### config.mk
export PLATFORM = sky130hd
export DESIGN_NAME = pgc_gate_conditioner
export DESIGN_NICKNAME = d
export VERILOG_FILES = /design/src/rtl/pgc_pkg.sv /design/src/rtl/pgc_shadow_regs.sv /design/src/rtl/pgc_chop_gen.sv /design/src/rtl/pgc_steer.sv /design/src/rtl/pgc_gate_conditioner.sv
export SDC_FILE = /design/constraint.sdc
export NUM_CORES = 1
export LEC_CHECK = 0
export BUFFER_PORTS_ARGS = -buffer_cell sky130_fd_sc_hd__buf_2
export CAP_MARGIN = 10
export CORE_UTILIZATION = 39
export CTS_CLUSTER_DIAMETER = 50
export DETAILED_ROUTE_END_ITERATION = 7
export GPL_ROUTABILITY_DRIVEN = 0
export PLACE_DENSITY = 0.68
export SLEW_MARGIN = 15
export SYNTH_ARGS = -nofsm -noshare
export SYNTH_HDL_FRONTEND = slang
export SYNTH_SLANG_ARGS = --single-unit
### constraint.sdc
create_clock -name clk -period 1.8 [get_ports clk]
set_input_delay 0 -clock clk [delete_from_list [all_inputs] [get_ports clk]]
set_output_delay 0 -clock clk [all_outputs]
set_load 0.02 [all_outputs]
### src/rtl/pgc_pkg.sv
package pgc_pkg;
  localparam int NPAIR  = 3;
  localparam int NPIN   = 2 * NPAIR;
  localparam int DIV_W  = 8;

  typedef struct packed {
    logic [NPIN-1:0]  seg_en;
    logic [NPAIR-1:0] xover;
    logic [DIV_W-1:0] chop_div;
    logic             chop_hi_en;
    logic             chop_lo_en;
  } pgc_cfg_t;
endpackage

### src/rtl/pgc_shadow_regs.sv
module pgc_shadow_regs
  import pgc_pkg::*;
(
  input  logic     clk,
  input  logic     rst_n,
  input  logic     load,
  input  pgc_cfg_t cfg_i,
  output pgc_cfg_t cfg_o
);
  always_ff @(posedge clk) begin
    if (!rst_n)    cfg_o <= '0;
    else if (load) cfg_o <= cfg_i;
  end
endmodule

### src/rtl/pgc_chop_gen.sv
module pgc_chop_gen #(
  parameter int DIV_W = 8
) (
  input  logic             clk,
  input  logic             rst_n,
  input  logic             restart,
  input  logic [DIV_W-1:0] div,
  output logic             chop_o
);
  localparam int CNT_W = DIV_W + 2;

  logic [CNT_W-1:0] cnt;
  logic [CNT_W-1:0] last;

  // terminal count of one half period: 4*(div+1)-1
  assign last = {div, 2'b11};

  always_ff @(posedge clk) begin
    if (!rst_n) begin
      cnt    <= '0;
      chop_o <= 1'b1;
    end else if (restart) begin
      cnt    <= '0;
      chop_o <= 1'b1;
    end else if (cnt == last) begin
      cnt    <= '0;
      chop_o <= ~chop_o;
    end else begin
      cnt <= cnt + 1'b1;
    end
  end
endmodule

### src/rtl/pgc_steer.sv
module pgc_steer
  import pgc_pkg::*;
(
  input  logic [NPAIR-1:0] raw_hi,
  input  logic [NPAIR-1:0] raw_lo,
  input  logic             reluct_n,
  input  logic             pol,
  input  logic             chop,
  input  pgc_cfg_t         cfg,
  output logic [NPAIR-1:0] hi_o,
  output logic [NPAIR-1:0] lo_o
);
  for (genvar i = 0; i < NPAIR; i++) begin : g_pair
    logic lo_f, h_x, l_x, h_m, l_m, h_c, l_c;
    always_comb begin
      lo_f = reluct_n ? raw_lo[i] : 1'b1;
      h_x  = cfg.xover[i] ? lo_f : raw_hi[i];
      l_x  = cfg.xover[i] ? raw_hi[i] : lo_f;
      h_m  = h_x & cfg.seg_en[i];
      l_m  = l_x & cfg.seg_en[NPAIR+i];
      h_c  = cfg.chop_hi_en ? (h_m & chop) : h_m;
      l_c  = cfg.chop_lo_en ? (l_m & chop) : l_m;
      hi_o[i] = pol ? h_c : ~h_c;
      lo_o[i] = pol ? l_c : ~l_c;
    end
  end
endmodule

### src/rtl/pgc_gate_conditioner.sv
module pgc_gate_conditioner
  import pgc_pkg::*;
(
  input  logic             clk,
  input  logic             rst_n,
  input  logic             period_start,
  input  logic [NPAIR-1:0] raw_hi_i,
  input  logic [NPAIR-1:0] raw_lo_i,
  input  logic [NPIN-1:0]  seg_en_i,
  input  logic [NPAIR-1:0] xover_i,
  input  logic [DIV_W-1:0] chop_div_i,
  input  logic             chop_hi_en_i,
  input  logic             chop_lo_en_i,
  input  logic             reluct_n_i,
  input  logic             pol_i,
  output logic [NPAIR-1:0] gate_hi_o,
  output logic [NPAIR-1:0] gate_lo_o
);
  pgc_cfg_t         cfg_d, cfg_q;
  logic             chop;
  logic [NPAIR-1:0] hi_n, lo_n;

  assign cfg_d = '{seg_en: seg_en_i, xover: xover_i, chop_div: chop_div_i,
                   chop_hi_en: chop_hi_en_i, chop_lo_en: chop_lo_en_i};

  pgc_shadow_regs u_shadow (
    .clk(clk), .rst_n(rst_n), .load(period_start), .cfg_i(cfg_d), .cfg_o(cfg_q)
  );

  pgc_chop_gen #(.DIV_W(DIV_W)) u_chop (
    .clk(clk), .rst_n(rst_n), .restart(period_start),
    .div(cfg_q.chop_div), .chop_o(chop)
  );

  pgc_steer u_steer (
    .raw_hi(raw_hi_i), .raw_lo(raw_lo_i), .reluct_n(reluct_n_i), .pol(pol_i),
    .chop(chop), .cfg(cfg_q), .hi_o(hi_n), .lo_o(lo_n)
  );

  always_ff @(posedge clk) begin
    if (!rst_n) begin
      gate_hi_o <= {NPAIR{~pol_i}};
      gate_lo_o <= {NPAIR{~pol_i}};
    end else begin
      gate_hi_o <= hi_n;
      gate_lo_o <= lo_n;
    end
  end
endmodule

# [Word level (Yosys, flattened, before mapping)]
# Cells that the tools add are included.
# Widths: inputs -> output; s select.
[word_totals] regBits=36 inputBits=30 output_inout_bits=6 elab_cells=57
[classes] addsub=1 eq_ne=1 n_mux=23 bitwise=21 reduce_logical=2
[ops] cell="$mux 1" count=21
[ops] cell="$and 1x1->1" count=12
[ops] cell="$add 10x1->10 const B" count=1
[ops] cell="$eq 10x10->1" count=1
[ops] cell="$not 1->1" count=9
[ops] cell="$mux 3" count=2
[ops] cell="$reduce_or 3->1" count=1
[ops] cell="$reduce_or 2->1" count=1

# [Depth between registers and ports, before layout]
# Gate-level depths: netlist of run 1.
[depth] depth_word=8 depth_mapped=4 mapped_depth_nobuf=4

# [By module]
# Synthesis of run 1 repeated with hierarchy kept, for this count alone.
[hier_totals] hier_cells=163 hier_area_um2=1676.6
[modules_own_cells] mod="pgc_shadow_regs" instances=1 cells_per_inst=60 area_per_inst_um2=724.4 seq_area_each_um2=380.4
[modules_own_cells] mod="pgc_chop_gen" instances=1 cells_per_inst=62 area_per_inst_um2=571.8 seq_area_each_um2=220.2
[modules_own_cells] mod="pgc_gate_conditioner" instances=1 cells_per_inst=17 area_per_inst_um2=198.9 seq_area_each_um2=120.1
[modules_own_cells] mod="pgc_steer" instances=1 cells_per_inst=24 area_per_inst_um2=181.4 seq_area_each_um2=0.0

# [Worst setup path after synthesis of run 1]
# OpenSTA, ideal clock, no wires.
[synth_path] kind="reg-to-reg" from="reg u_chop.cnt[0]" to="reg u_chop.chop_o" setup_ns=0.062 arrival_time_ns=1.274 required_time_ns=1.738 setup_slack_ns=0.464 path_stages_with_launch=5 path_buffers=0 synth_period_minus_slack_ns=1.336 path_cell_list="dfxtp_1 > ha_1 > nand2_1 > or4_1 > nand3_1"
[synth_via] elab_chain_len=1
[synth_lines] element="from (decl)" line_no="pgc_chop_gen.sv:12" text="logic [CNT_W-1:0] cnt;"
[synth_lines] element="from (signal assigned)" line_no="pgc_chop_gen.sv:29" text="cnt <= cnt + 1'b1;"
[synth_lines] element="$eq 10x10->1" line_no="pgc_chop_gen.sv:25" text="end else if (cnt == last) begin"
[synth_lines] element="to (signal assigned)" line_no="pgc_chop_gen.sv:27" text="chop_o <= ~chop_o;"
[synth_lines] element="to (decl)" line_no="pgc_chop_gen.sv:8" text="output logic chop_o"
# Every way passes these cells.
# A chain may end at the register's enable or synchronous reset.

# [Worst setup path in the final report of run 1]
[layout_path] from="reg u_chop.cnt[0]" to="reg u_chop.cnt[7]"
[layout_via] elab_chain_len=2 word_cells_on_any_way=3 cone_classes="add/sub: 1; eq/ne: 1; reduce/logical: 1"
[layout_lines] element="branches (longest 2 deep; another with $add 10x1->10)"
# Several ways; the timed one is not identified.

==> summary.log, run 1 <==
[logic_synthesis] library cells used by synthesis 24
[logic_synthesis] syn_area_per_cell 10.1 sq um
[outcome] status finished, final reports clean
[layout] commonest cells after routing, fill and taps aside sky130_fd_sc_hd__dfxtp_1 (36), sky130_fd_sc_hd__buf_2 (35), sky130_fd_sc_hd__nor2b_1 (23)
[power] power spent charging and discharging nets 0.000382 W
[power] switching fraction of total power 21.0%
[layout] most common cell after layout, fill and taps aside sky130_fd_sc_hd__dfxtp_1
[cts] clock tree root driver cell sky130_fd_sc_hd__clkbuf_8
[power] part of the power in combinational logic 11.3%
[detailed_routing] total number of vias 1173
[layout] net total in the final layout 243
[logic_synthesis] number of warnings reported in the yosys synthesis log 0
[min_path] path category of the worst min-delay check in -> reg
[power] clock power share 41.6%
[power] Max VDD drop 0.444 mV
[run] number of max-cap violations 0
[placed_design] dpl ws 0.300 ns
[global_route] maximum number of pins on one net before global-route repair 23
[layout] area added between synthesis and finish 34.4%
[detailed_routing] post-DR wirelength/cell 11.0 um
[cts] clk buf depth 2
[placed_design] number of placed cells counting well taps 234
[setup_path] cell type of the slowest stage on the worst timing path sky130_fd_sc_hd__o31ai_4
[timing] shortest period the worst path allows 1.51 ns
[detailed_routing] remaining antenna violation count 0
[cts] insertion delay to the later sink of the worst-skew pair 0.28 ns
[detailed_routing] drc violations 0
[cts] number of gates resized after CTS 0
[cts] clock slew seen by the registers of the worst setup and hold paths 0.07 ns
[setup_path] Critical Path Start Type flip-flop
[setup_path] Critical Path RT 1.96 ns
[die] Initial Util 41.8%
[detailed_routing] Via density 4.49
[detailed_routing] total wirelength of the detailed-routed design 2870 um
[setup_path] setup slack of the worst register-to-register path 0.29 ns
[timing] endpoints failing setup 0
[timing] Max Clock Skew 0.00418 ns
[logic_synthesis] cell type with the highest aggregate area in the netlist sky130_fd_sc_hd__dfxtp_1
[timing] final count of hold timing violations 0
[setup_path] chain of cells forming the critical path ha_1 -> nand2_1 -> o31ai_4 -> nor2_1
[setup_path] Critical Path Fanout Max 10
[logic_synthesis] sequential-to-total area share from yosys stat 46.0%
[cts] Clock H-tree levels 2
[global_route] first-pass GRT wire length 4730 um
[global_route] sum of overflow across all layers after global routing 0
[setup_path] category of the critical setup timing path reg -> reg
[global_route] global router's overall resource usage 14.9%
[layout] non-filler instance count after layout 261
[detailed_routing] number of search-and-repair iterations in the first detailed-routing pass 4
[logic_synthesis] Post-Synthesis Cells 155
[die] full die area 0.00427 sq mm
[power] leakage power 0.863 nW
[die] die span in y 65.4 um
[global_route] initial antenna violation count 0
[logic_synthesis] area share of the leading cell type in the synthesized netlist 46.0%
[timing] share of the clock period used by the worst path 83.7%
[setup_path] Worst path max stage delay 0.49 ns
[power] power density normalized to cell area 865 mW/mm^2
[timing] actual slew at the worst max-slew pin 0.472 ns
[layout] n_diodes 0
[logic_synthesis] post-synthesis instance area 0.00157 sq mm
[placed_design] buffers added on ports 35
[cts] Inserted Clock Buffers 5
[cts] clock sink count 36
[cts] TritonCTS clock tree built
[timing] headroom to the max-slew limit 68.3%
[global_route] via count of the first global-routing pass 1151
[detailed_routing] 1st-iter DRT viols 17
[power] total power draw 0.00182 W
[power] part of the power in registers 47.1%
[timing] Setup TNS Final 0 ns
[setup_path] kind of end point of the critical path flip-flop
[timing] number of max-slew violations in the final report 0
[logic_synthesis] flip-flop and latch count after synthesis 36
[die] Die X 65.4 um
[setup_path] Arrival @ worst endpoint 1.66 ns
[die] Floorplan Core Area 0.00374 sq mm
[layout] fraction of final layout cells sized beyond drive strength 1 23.0%
[power] Internal Power 0.00144 W
[timing] unrepaired setup endpoints after global routing false
[logic_synthesis] ranking of synthesized cells by area sky130_fd_sc_hd__dfxtp_1 (46%), sky130_fd_sc_hd__mux2i_1 (12%), sky130_fd_sc_hd__nor2b_1 (9.2%), sky130_fd_sc_hd__xnor2_1 (6.2%), sky130_fd_sc_hd__xor2_1 (5.0%)
[die] total I/O pin count 36
[placed_design] sum of net half-perimeters after detailed placement 2080 um
[timing] fmax 664 MHz
[logic_synthesis] Synthesized Nets 186
[timing] post-layout worst setup margin 0.293 ns
[die] Placement Rows 22
-- through the flow --
step / util [%] / area [sq um] / hold WS [ns]
finish: 56.2 / 2100 / 0.0172
global route: 56.2 / 2100 / 0.0219
CTS: 56.2 / 2100 / 0.0111
detailed placement: 47.7 / 1790 / 0.265
global placement: 47.7 / 1790 / 0.262
floorplan: - / 1570 / 0.169
-- worst max-delay path, delay by kind of cell, from the launching register on --
| family | cells | cell delay, ns |
|---|---|---|
| compound gates | 1 | 0.49 |
| flops | 1 | 0.37 |
| fa+ha+maj | 1 | 0.26 |
| simple gates | 2 | 0.25 |
-- flip-flops by register name, summed over array words and instances (netlist names) --
name	cells
u_chop.cnt	10
gate_hi_o	3
gate_lo_o	3
u_chop.chop_o	1
u_shadow.cfg_o	19
-- synthesized netlist by cell type, drive strengths merged --
cell type,count
a21boi,2
and3,3
buf,2
clkbuf,3
dfxtp,36
ha,1
inv,2
mux2i,19
nand2,9
nand3,9
nand4,2
nor2,11
nor2b,23
nor3,2
o2111ai,3
o21ai,3
o31ai,2
or4,1
xnor2,13
xor2,9
-- power groups by stage --
stage | registers, W | clock network, W | logic (W)
finish | 0.000857 | 0.000756 | 0.000206
global route | 0.000861 | 0.000815 | 0.000228
CTS | 0.000858 | 0.000773 | 0.000208
detailed placement | 0.000876 | 0 | 0.000176
global placement | 0.000874 | 0 | 0.000172
floorplan | 0.000886 | 0 | 0.000103
-- final timing paths --
check	start	endpoint	cells past startpoint
max	u_chop.cnt[0]	u_chop.cnt[7]	4
min	pol_i	gate_lo_o[0]	2
max reg2reg	u_chop.cnt[0]	u_chop.cnt[7]	4
min reg2reg	u_chop.cnt[0]	u_chop.cnt[0]	1
-- kinds of logic (layout without fill, tap and decap cells) --
kind of cell             Yosys count  in the layout  synth area share, %
AND/OR/NAND/NOR                   60             60                 20.5
flip-flops                        36             36                 46.0
XOR/XNOR                          22             22                 13.3
multiplexers                      19             19                 12.2
AO/OA/AOI/OAI                     10             10                 5.44
buffers and inverters              7             65                 1.84
adder cells (fa/ha/maj)            1              1                0.799
-- layer usage --
layer | vias to the layer above | track usage, % | routed length, um
li1 | 632 | - | -
met1 | 505 | 16.5 | 1310
met2 | 31 | 25.8 | 1350
met3 | 5 | 4.34 | 170
met4 | 0 | 7.34 | 36
met5 | - | 0 | 0
-- what timing repair did --
item	4_1_cts	5_1_grt
hold buffers	19	0
endpoints found under the hold margin	19	0
setup endpoints to repair	0	0
setup buffers	0	0
-- cell type report --
class / instances / area [sq um]
Timing Repair Buffer: 55 / 373
Inverter: 2 / 7.51
Sequential cell: 36 / 721
Multi-Input combinational cell: 112 / 816
Fill cell: 348 / 1640
Clock inverter: 1 / 30.0
Tap cell: 48 / 60.1
Clock buffer: 7 / 96.3
Power figures use the tool's default switching activity.
==> run 2, diff against run 1 <==
Settings changed: PLACE_DENSITY 0.68 to 0.7.
Clock period 1.8 ns to 1.2 ns, I/O delays scaled along.
==> summary.log, run 2 (synthesized netlist as in run 1, its figures left out) <==
[setup_path] Critical Path Start Type flip-flop
[placed_design] buffers added on ports 35 [unchanged]
[outcome] failing checks negative setup slack
[cts] insertion delay to the later sink of the worst-skew pair 0.28 ns [about the same]
[timing] final count of hold timing violations 0 [unchanged]
[cts] clk buf depth 2 [unchanged]
[cts] clock sink count 36 [unchanged]
[layout] n_diodes 0 [unchanged]
[cts] setup bufs post-CTS 0 [unchanged]
[timing] Setup TNS Final -0.582 ns [-0.582 ns]
[die] Die X 65.4 um [unchanged]
[setup_path] chain of cells forming the critical path xnor2_2 -> nand3_2 -> o31ai_4 -> buf_6 -> nor2_1
[min_path] Hold Crit Depth 3 [+1]
[layout] commonest cells after routing, fill and taps aside sky130_fd_sc_hd__buf_2 (35), sky130_fd_sc_hd__nor2b_1 (23), sky130_fd_sc_hd__mux2i_1 (19), sky130_fd_sc_hd__dfxtp_1 (19), sky130_fd_sc_hd__buf_4 (17)
[die] Floorplan Core Area 0.00374 sq mm [unchanged]
[cts] Clock H-tree levels 2 [unchanged]
[layout] top register by number of flip-flops u_shadow.cfg_o
[die] Initial Util 41.8% [unchanged]
[layout] net total in the final layout 258 [+6.2%]
[setup_path] Worst path max stage delay 0.34 ns [-0.15 ns]
[detailed_routing] total number of vias 1275 [+8.7%]
[die] die span in y 65.4 um [unchanged]
[setup_path] category of the critical setup timing path reg -> reg
[setup_path] Levels on crit path 5 [+1]
[power] leakage power 0.943 nW [+9.3%]
[setup_path] Buf+Inv Stages, Crit Path 1 [+1]
[outcome] status complete, but fails checks
[timing] final hold slack 0.00591 ns [-0.0113 ns]
[timing] fmax 792 MHz [+19%]
[detailed_routing] post-DR wirelength/cell 12.0 um [+9.5%]
[global_route] first-pass GRT wire length 5680 um [+20%]
[placed_design] number of placed cells counting well taps 252 [+7.7%]
[die] full die area 0.00427 sq mm [unchanged]
[layout] flip-flop count of the largest register after layout 19 [unchanged]
[timing] endpoints failing setup 11 [+11]
[global_route] maximum number of pins on one net before global-route repair 16 [-30%]
[die] total I/O pin count 36 [unchanged]
[detailed_routing] drc violations 0 [unchanged]
[setup_path] Critical Path RT 1.38 ns [-0.58 ns]
[global_route] sum of overflow across all layers after global routing 0 [unchanged]
[layout] leading registers by flop count u_shadow.cfg_o (19), u_chop.cnt (10)
[setup_path] Largest delay share family, worst path flip-flops
[run] number of max-cap violations 0 [unchanged]
[timing] actual slew at the worst max-slew pin 0.258 ns [-0.214 ns]
[global_route] global router's overall resource usage 17.8% [+2.9 points]
[detailed_routing] remaining antenna violation count 0 [unchanged]
[global_route] initial antenna violation count 0 [unchanged]
[timing] number of max-slew violations in the final report 0 [unchanged]
[timing] share of the clock period used by the worst path 105% [+22 points]
[layout] share of the core filled with cells in the final layout 60.9% [+4.7 points]
[cts] clock tree root driver cell sky130_fd_sc_hd__clkbuf_8
[global_route] via count of the first global-routing pass 1320 [+15%]
[cts] clock slew seen by the registers of the worst setup and hold paths 0.07 ns [about the same]
[layout] area added between synthesis and finish 45.6%
[layout] fraction of final layout cells sized beyond drive strength 1 42.3% [+19 points]
[placed_design] sum of net half-perimeters after detailed placement 2450 um [+18%]
[setup_path] Arrival @ worst endpoint 1.44 ns [-0.22 ns]
[detailed_routing] Via density 4.64 [+3.2%]
[timing] shortest period the worst path allows 1.26 ns [-0.244 ns]
[setup_path] Critical Path Fanout Max 5 [-5]
[layout] fillcell total 335 [-3.7%]
[timing] headroom to the max-slew limit 82.8% [+15 points]
[timing] unrepaired setup endpoints after global routing true
[die] Placement Rows 22 [unchanged]
[setup_path] cell type of the slowest stage on the worst timing path sky130_fd_sc_hd__dfxtp_2
[timing] post-layout worst setup margin -0.0629 ns [-0.356 ns]
[layout] most common cell after layout, fill and taps aside sky130_fd_sc_hd__buf_2
[detailed_routing] total wirelength of the detailed-routed design 3310 um [+15%]
[detailed_routing] number of search-and-repair iterations in the first detailed-routing pass 4 [unchanged]
[setup_path] kind of end point of the critical path flip-flop
[layout] non-filler instance count after layout 275 [+5.4%]
[cts] Inserted Clock Buffers 5 [unchanged]
[detailed_routing] 1st-iter DRT viols 36 [+19]
[min_path] path category of the worst min-delay check in -> reg
[setup_path] worst r2r path cells 5 [+1]
[timing] Max Clock Skew 0.00406 ns [-0.000122 ns]
[cts] TritonCTS clock tree built
[power] Max VDD drop 0.615 mV [+39%]
[power] power density normalized to cell area 1070 mW/mm^2 [+24%]
[run 2: per-layer routing]
metal  GRT usage (%)  vias to the layer above  part of all wire, %
li1                -                      665                    -
met1            19.8                      578                   43
met2            31.2                       27                   50
met3            5.38                        5                  5.0
met4            7.07                        0                  1.5
met5               0                        -                    0
[run 2: report_power, final]
part	internal (W)	total, W	switching, W
sequential	0.00125	0.00129	0.0000366
clock	0.000394	0.000795	0.000401
combinational	0.000197	0.000349	0.000152
total	0.00185	0.00243	0.000589
[run 2: worst min-delay path, cell delays in order]
cell	delay, ns
sky130_fd_sc_hd__buf_2	0.09
sky130_fd_sc_hd__mux2i_1	0.07
sky130_fd_sc_hd__nor2b_1	0.10
[run 2: through the flow]
stage                     setup WS, ns  power, W  cell area, sq um
after detailed placement        -0.102   0.00161              1970
after global routing            -0.131   0.00255              2280
final                          -0.0629   0.00243              2280
after CTS                      -0.0668   0.00246              2250
after global placement         -0.0553   0.00160              1970
after floorplan                -0.0303   0.00149              1610
[run 2: final timing paths]
kind                      startpoint           endpoint  slack [ns]
hold reg to reg   u_shadow.cfg_o[16]       gate_lo_o[0]        0.49
setup / recovery   u_shadow.cfg_o[5]      u_chop.cnt[9]       -0.06
hold / removal         chop_div_i[5]  u_shadow.cfg_o[7]       0.006
setup reg to reg   u_shadow.cfg_o[5]      u_chop.cnt[9]       -0.06
[run 2: area by class of cell]
type                       count  area [sq um]  share of cell area, %
inverter                       2          7.51                  0.329
timing repair buffer          70           485                   21.3
clock buffer                   6          72.6                   3.19
tap                           48          60.1                   2.64
sequential                    36           744                   32.7
multi-input combinational    112           903                   39.6
clock inverter                 1          5.00                  0.220
[run 2: what timing repair did]
item                       4_1_cts  5_1_grt
pin swaps                        9        3
hold buffers                    16        0
setup endpoints to repair       11       14
gates resized for setup         14        6
cloned                           0        0
hold endpoints to repair        16        0
